File: config.mk
export PLATFORM = sky130hd
export DESIGN_NAME = ts_cluster_packer
export DESIGN_NICKNAME = d
export VERILOG_FILES = /design/src/rtl/cpk_pkg.sv /design/src/rtl/cpk_interleave.sv /design/src/rtl/cpk_tracker.sv /design/src/rtl/ts_cluster_packer.sv
export SDC_FILE = /design/constraint.sdc
export NUM_CORES = 1
export LEC_CHECK = 0
export BUFFER_PORTS_ARGS = -buffer_cell sky130_fd_sc_hd__clkbuf_2
export CAP_MARGIN = 20
export CORE_UTILIZATION = 55
export DETAILED_ROUTE_END_ITERATION = 7
export GPL_ROUTABILITY_DRIVEN = 0
export PLACE_DENSITY = 0.95
export SYNTH_ARGS = -nofsm -noshare
export SYNTH_HDL_FRONTEND = slang
export SYNTH_HIERARCHICAL = 1
export SYNTH_SLANG_ARGS = --single-unit
File: constraint.sdc
create_clock -name clk -period 5 [get_ports clk]
set_clock_uncertainty 0.2 [all_clocks]
set_input_delay 1 -clock clk [delete_from_list [all_inputs] [get_ports clk]]
set_output_delay 1 -clock clk [all_outputs]
set_load 0.03 [all_outputs]
File: src/rtl/cpk_pkg.sv
package cpk_pkg;
   typedef enum logic [1:0] {
      RATE_BASE = 2'd0,
      RATE_X2   = 2'd1,
      RATE_X4   = 2'd2,
      RATE_RSV  = 2'd3
   } rate_e;
endpackage

File: src/rtl/cpk_interleave.sv
module cpk_interleave
   import cpk_pkg::*;
#(
   parameter int NPROBE = 16,
   parameter int MAXSUB = 4
) (
   input  logic [1:0]               rate_i,
   input  logic [MAXSUB*NPROBE-1:0] sub_i,
   output logic [NPROBE-1:0]        word_o
);
   localparam int NMODE = $clog2(MAXSUB) + 1;

   if (MAXSUB != 1 && MAXSUB != 2 && MAXSUB != 4) begin : g_bad_sub
      $error("MAXSUB must be 1, 2 or 4");
   end
   if (NPROBE % MAXSUB != 0) begin : g_bad_probe
      $error("NPROBE must be a multiple of MAXSUB");
   end

   logic [NMODE-1:0][NPROBE-1:0] lanes;

   for (genvar g = 0; g < NMODE; g++) begin : g_mode
      localparam int S = 1 << g;
      for (genvar l = 0; l < NPROBE / S; l++) begin : g_probe
         for (genvar k = 0; k < S; k++) begin : g_sub
            assign lanes[g][l*S+k] = sub_i[k*NPROBE+l];
         end
      end
   end

   always_comb begin
      word_o = lanes[0];
      if (rate_i == RATE_X2 && NMODE > 1) word_o = lanes[(NMODE > 1) ? 1 : 0];
      if (rate_i == RATE_X4 && NMODE > 2) word_o = lanes[(NMODE > 2) ? 2 : 0];
   end
endmodule

File: src/rtl/cpk_tracker.sv
module cpk_tracker #(
   parameter int ADDR_W     = 24,
   parameter int EVT_PER_CL = 7
) (
   input  logic              clk,
   input  logic              rst_n,
   input  logic              vld_i,
   input  logic              trig_i,
   output logic              first_o,
   output logic [ADDR_W-1:0] base_o,
   output logic [ADDR_W-1:0] ev_addr_o,
   output logic [ADDR_W-1:0] stop_pos_o,
   output logic [ADDR_W-1:0] trig_pos_o,
   output logic              trig_seen_o
);
   localparam int SLOT_W   = $clog2(EVT_PER_CL);
   localparam int CL_WORDS = EVT_PER_CL + 1;
   localparam logic [SLOT_W-1:0] LAST = SLOT_W'(EVT_PER_CL - 1);

   if (EVT_PER_CL < 2) begin : g_bad_evt
      $error("EVT_PER_CL must be at least 2");
   end

   logic [SLOT_W-1:0] slot_q;
   logic [ADDR_W-1:0] base_q;

   assign first_o    = (slot_q == '0);
   assign base_o     = base_q;
   assign ev_addr_o  = base_q + ADDR_W'(slot_q) + ADDR_W'(1);
   assign stop_pos_o = first_o ? base_q : ev_addr_o;

   always_ff @(posedge clk) begin
      if (!rst_n) begin
         slot_q <= '0;
         base_q <= '0;
      end else if (vld_i) begin
         if (slot_q == LAST) begin
            slot_q <= '0;
            base_q <= base_q + ADDR_W'(CL_WORDS);
         end else begin
            slot_q <= slot_q + SLOT_W'(1);
         end
      end
   end

   always_ff @(posedge clk) begin
      if (!rst_n) begin
         trig_seen_o <= 1'b0;
         trig_pos_o  <= '0;
      end else if (trig_i && !trig_seen_o) begin
         trig_seen_o <= 1'b1;
         trig_pos_o  <= ev_addr_o;
      end
   end

   AST_TRIG_FROZEN: assert property (@(posedge clk) disable iff (!rst_n)
      trig_seen_o |=> (trig_seen_o && $stable(trig_pos_o)));
   AST_STOP_STEP: assert property (@(posedge clk) disable iff (!rst_n)
      (stop_pos_o - $past(stop_pos_o)) <= ADDR_W'(2));
endmodule

File: src/rtl/ts_cluster_packer.sv
module ts_cluster_packer
   import cpk_pkg::*;
#(
   parameter int NPROBE     = 16,
   parameter int MAXSUB     = 4,
   parameter int ADDR_W     = 24,
   parameter int TS_W       = 16,
   parameter int EVT_PER_CL = 7
) (
   input  logic                     clk,
   input  logic                     rst_n,
   input  logic                     samp_vld_i,
   input  logic [1:0]               rate_i,
   input  logic [MAXSUB*NPROBE-1:0] sub_i,
   input  logic                     trig_i,
   output logic                     ev_we_o,
   output logic [ADDR_W-1:0]        ev_addr_o,
   output logic [NPROBE-1:0]        ev_data_o,
   output logic                     ts_we_o,
   output logic [ADDR_W-1:0]        ts_addr_o,
   output logic [TS_W-1:0]          ts_data_o,
   output logic [ADDR_W-1:0]        stop_pos_o,
   output logic [ADDR_W-1:0]        trig_pos_o,
   output logic                     trig_seen_o
);
   localparam int CL_WORDS = EVT_PER_CL + 1;

   if (TS_W != NPROBE) begin : g_bad_ts
      $error("timestamp must fill one memory word");
   end

   logic [NPROBE-1:0] packed_word;
   logic              first;
   logic [ADDR_W-1:0] base, cur_addr;
   logic [TS_W-1:0]   evt_q;

   cpk_interleave #(.NPROBE(NPROBE), .MAXSUB(MAXSUB)) u_ilv (
      .rate_i (rate_i),
      .sub_i  (sub_i),
      .word_o (packed_word)
   );

   cpk_tracker #(.ADDR_W(ADDR_W), .EVT_PER_CL(EVT_PER_CL)) u_trk (
      .clk         (clk),
      .rst_n       (rst_n),
      .vld_i       (samp_vld_i),
      .trig_i      (trig_i),
      .first_o     (first),
      .base_o      (base),
      .ev_addr_o   (cur_addr),
      .stop_pos_o  (stop_pos_o),
      .trig_pos_o  (trig_pos_o),
      .trig_seen_o (trig_seen_o)
   );

   always_ff @(posedge clk) begin
      if (!rst_n) begin
         evt_q     <= '0;
         ev_we_o   <= 1'b0;
         ts_we_o   <= 1'b0;
         ev_addr_o <= '0;
         ev_data_o <= '0;
         ts_addr_o <= '0;
         ts_data_o <= '0;
      end else begin
         evt_q   <= evt_q + TS_W'(1);
         ev_we_o <= samp_vld_i;
         ts_we_o <= samp_vld_i && first;
         if (samp_vld_i) begin
            ev_addr_o <= cur_addr;
            ev_data_o <= packed_word;
         end
         if (samp_vld_i && first) begin
            ts_addr_o <= base;
            ts_data_o <= evt_q;
         end
      end
   end

   AST_VLD_WRITES: assert property (@(posedge clk) disable iff (!rst_n)
      samp_vld_i |=> ev_we_o);
   AST_IDLE_QUIET: assert property (@(posedge clk) disable iff (!rst_n)
      !samp_vld_i |=> !ev_we_o);
   AST_EV_OFF_BASE: assert property (@(posedge clk) disable iff (!rst_n)
      ev_we_o |-> (ev_addr_o % CL_WORDS) != 0);
   AST_TS_PAIRED: assert property (@(posedge clk) disable iff (!rst_n)
      ts_we_o |-> (ev_we_o && ev_addr_o == ts_addr_o + ADDR_W'(1)));
   AST_TS_SPACED: assert property (@(posedge clk) disable iff (!rst_n)
      ts_we_o |=> !ts_we_o);
endmodule

==> flow_summary.toml <==
[layout]
final_core_util_pct = 67.7
layout-drive-gt1-share_pct = 25.6
n_antenna_cell = 0
area_growth_syn_to_layout_pct = 20.1
finish.net_count = 974
stdcell_count = 1058

[power]
peakVddDrop_uv = 299
clock_power_share_pct = 47.0
comb_power_share_pct = 9.5
power_frac_seq_pct = 43.5
p_leak_nw = 3.67
power.density_nw_per_um2 = 346
power.switching_w = 0.000691
switching_part_of_the_total_power_pct = 24.6
cellInternalPower_w = 0.00212

[setup_path]
cp_max_fo = 12
worstSetupPathType = "reg2out"
worst_setup_path_start_kind = "flop"
timing.critical_path.required_ns = 3.80
worst_setup_path_end_kind = "output port"
cp.arrival_ns = 3.08

[clock_tree]
cts_tree = "built"
cts.clk_slew.worst_paths_ns = 0.06
clock_latency_late_sink_ns = 0.42
cts_hold_repair.buffers = 0
clock_tree.root_cell = "clkbuf_16"
cts_post_setup_buffers_inserted = 0
tritoncts_buffers = 17
cts.path.max_buffers = 2
cts_repair_resize_count = 0
clock_tree.htree_level_count = 4
tritoncts_num_sinks = 147

[die]
core-area_um2 = 12000
die_area_um2 = 12800
top_level_ports = 201
initial_utilization_pct = 56.3
core.rowCount = 40
chipHeight_um = 113
die_width_um = 113

[sta]
report.final.slew_viol_count = 0
max_freq_mhz = 234
clock_period_minus_final_worst_setup_slack_ns = 4.28
timing.final.crit_share_pct = 85.6
report.final.hold_viol_count = 0
timing.max_slew.rel_slack_pct = 29.1
final-setup-viol-count = 0
rsz_0062_raised_after_global_routing = "false"
worst_margin_pin_slew_ns = 1.06
setup-tns-final_ns = 0

[global_routing]
first_global_vias = 5615
grt_antenna_before_repair = 0
grt.total_usage_pct = 27.5
grt_start_max_net_pins = 48
globalRoute.totalOverflow = 0
global_route_wire_length_before_repair_mm = 27.5

[drt]
drt_pre_antenna_iters = 7
route.antenna.remaining_nets = 0
wire_per_inst_um = 16.2
wl_mm = 17.1
vias_per_cell = 5.59
drt_drc_violations_left = 0
route.vias.total = 5916
drt_iter0_drc = 569

[yosys]
synthCells = 767
synth_edf_count = 0
ys_seq_area_share_pct = 43.5
synth.cell_area_um2 = 6770
yosysWarningCount = 6
postSynthAreaPerCell_um2 = 8.82
yosys.area.top_type = "dfxtp_1"
synth.most_common_cell = "dfxtp_1"
yosysUniqueCellTypes = 50
synth.top_cells.by_count = "dfxtp_1, nand2_1, mux2i_1"
post-synth-top-area-fraction_pct = 43.5
yosys-top-cells-area = "dfxtp_1, mux2i_1, nand2_1"
proportion_of_register_bits_with_asynchronous_set_or_reset_after_synthesis_pct = 0
dominantRegCellSynth = "dfxtp_1"
ys_seq_elements = 147

[place]
sum_of_net_half_perimeters_after_detailed_placement_mm = 11.9
dp_cells = 1025
portBuffers = 168

[run_status]
result_of_the_run = "complete, no violations"

[run]
timing.max_cap.violations = 0

[hold_path]
worstHoldPathType = "reg2reg"
## metal layers
layer	vias to the layer above	share of wire, %	GRT usage [%]
met5	-	0	0
met4	0	3.1	12.3
met3	35	6.3	7.34
met2	213	49	47.4
met1	2788	41	32.2
li1	2880	-	-
## through the flow
stage               power (W)  cell area (um2)  setup WS, ns  hold slack, ns
floorplan             0.00144             6780          1.74           0.229
global placement      0.00150             7500          1.35           0.242
detailed placement    0.00151             7500          1.26           0.246
CTS                   0.00282             8110         0.744           0.254
global route          0.00291             8130         0.500           0.274
finish                0.00281             8130         0.720           0.254
## sequential cells by signal (all words and copies together) (netlist names)
signal / count
ev_addr_o: 24
ts_data_o: 16
ts_addr_o: 24
u_trk/base_o: 21
ev_we_o: 1
ev_data_o: 16
evt_q: 16
u_trk/slot_q: 3
ts_we_o: 1
u_trk/trig_pos_o: 24
u_trk/trig_seen_o: 1
## kinds of logic after synthesis
logic type               Yosys count  share of synthesized area [%]
XOR/XNOR                          40                           5.18
adder cells (fa/ha/maj)            6                           1.11
AND/OR/NAND/NOR                  291                           21.0
buffers and inverters             74                           5.64
other                              1                         0.0554
multiplexers                      92                           13.6
flip-flops                       147                           43.5
AO/OA/AOI/OAI                    116                           9.87
## path summary, 6_finish.rpt
check	start	endpoint	slack, ns	cells past startpoint
max reg2reg	u_trk/base_o[5]	ev_addr_o[21]	2.12	6
min reg2reg	ts_data_o[15]	ts_data_o[15]	0.25	2
max	u_trk/base_o[5]	stop_pos_o[21]	0.72	5
min	ts_data_o[15]	ts_data_o[15]	0.25	2
## power by group through the flow
| stage | clock (W) | sequential, W | combinational (W) |
|---|---|---|---|
| 2_1_floorplan | 0 | 0.00130 | 0.000141 |
| 3_3_place_gp | 0 | 0.00125 | 0.000257 |
| 3_5_place_dp | 0 | 0.00125 | 0.000264 |
| 4_1_cts | 0.00133 | 0.00122 | 0.000265 |
| 5_1_grt | 0.00139 | 0.00123 | 0.000288 |
| 6_report | 0.00132 | 0.00122 | 0.000268 |
## layout make-up
class	instances	area, um2
fill	953	3880
multi-input combinational	548	3450
sequential	147	2940
timing repair buffer	174	893
clock buffer	18	429
clock inverter	14	188
tap	147	184
inverter	10	37.5
## placed cells by master, fill, tap and decap left out, drive strengths merged, types with 16 or more instances in the layout
cell	Yosys	layout
clkbuf	31	186
dfxtp	147	147
nand2	123	123
mux2i	90	90
nor2	69	69
a21oi	59	59
o21ai	31	31
xnor2	23	23
or3	19	19
xor2	17	17
nand4	16	16
## critical path: stages (launching register included)
cell,delay [ns]
dfxtp_1,0.54
nand4_1,0.52
nor4_2,0.75
nor3b_1,0.48
or2_1,0.17
clkbuf_2,0.21
Note: power is estimated with default switching activity, not from simulation.
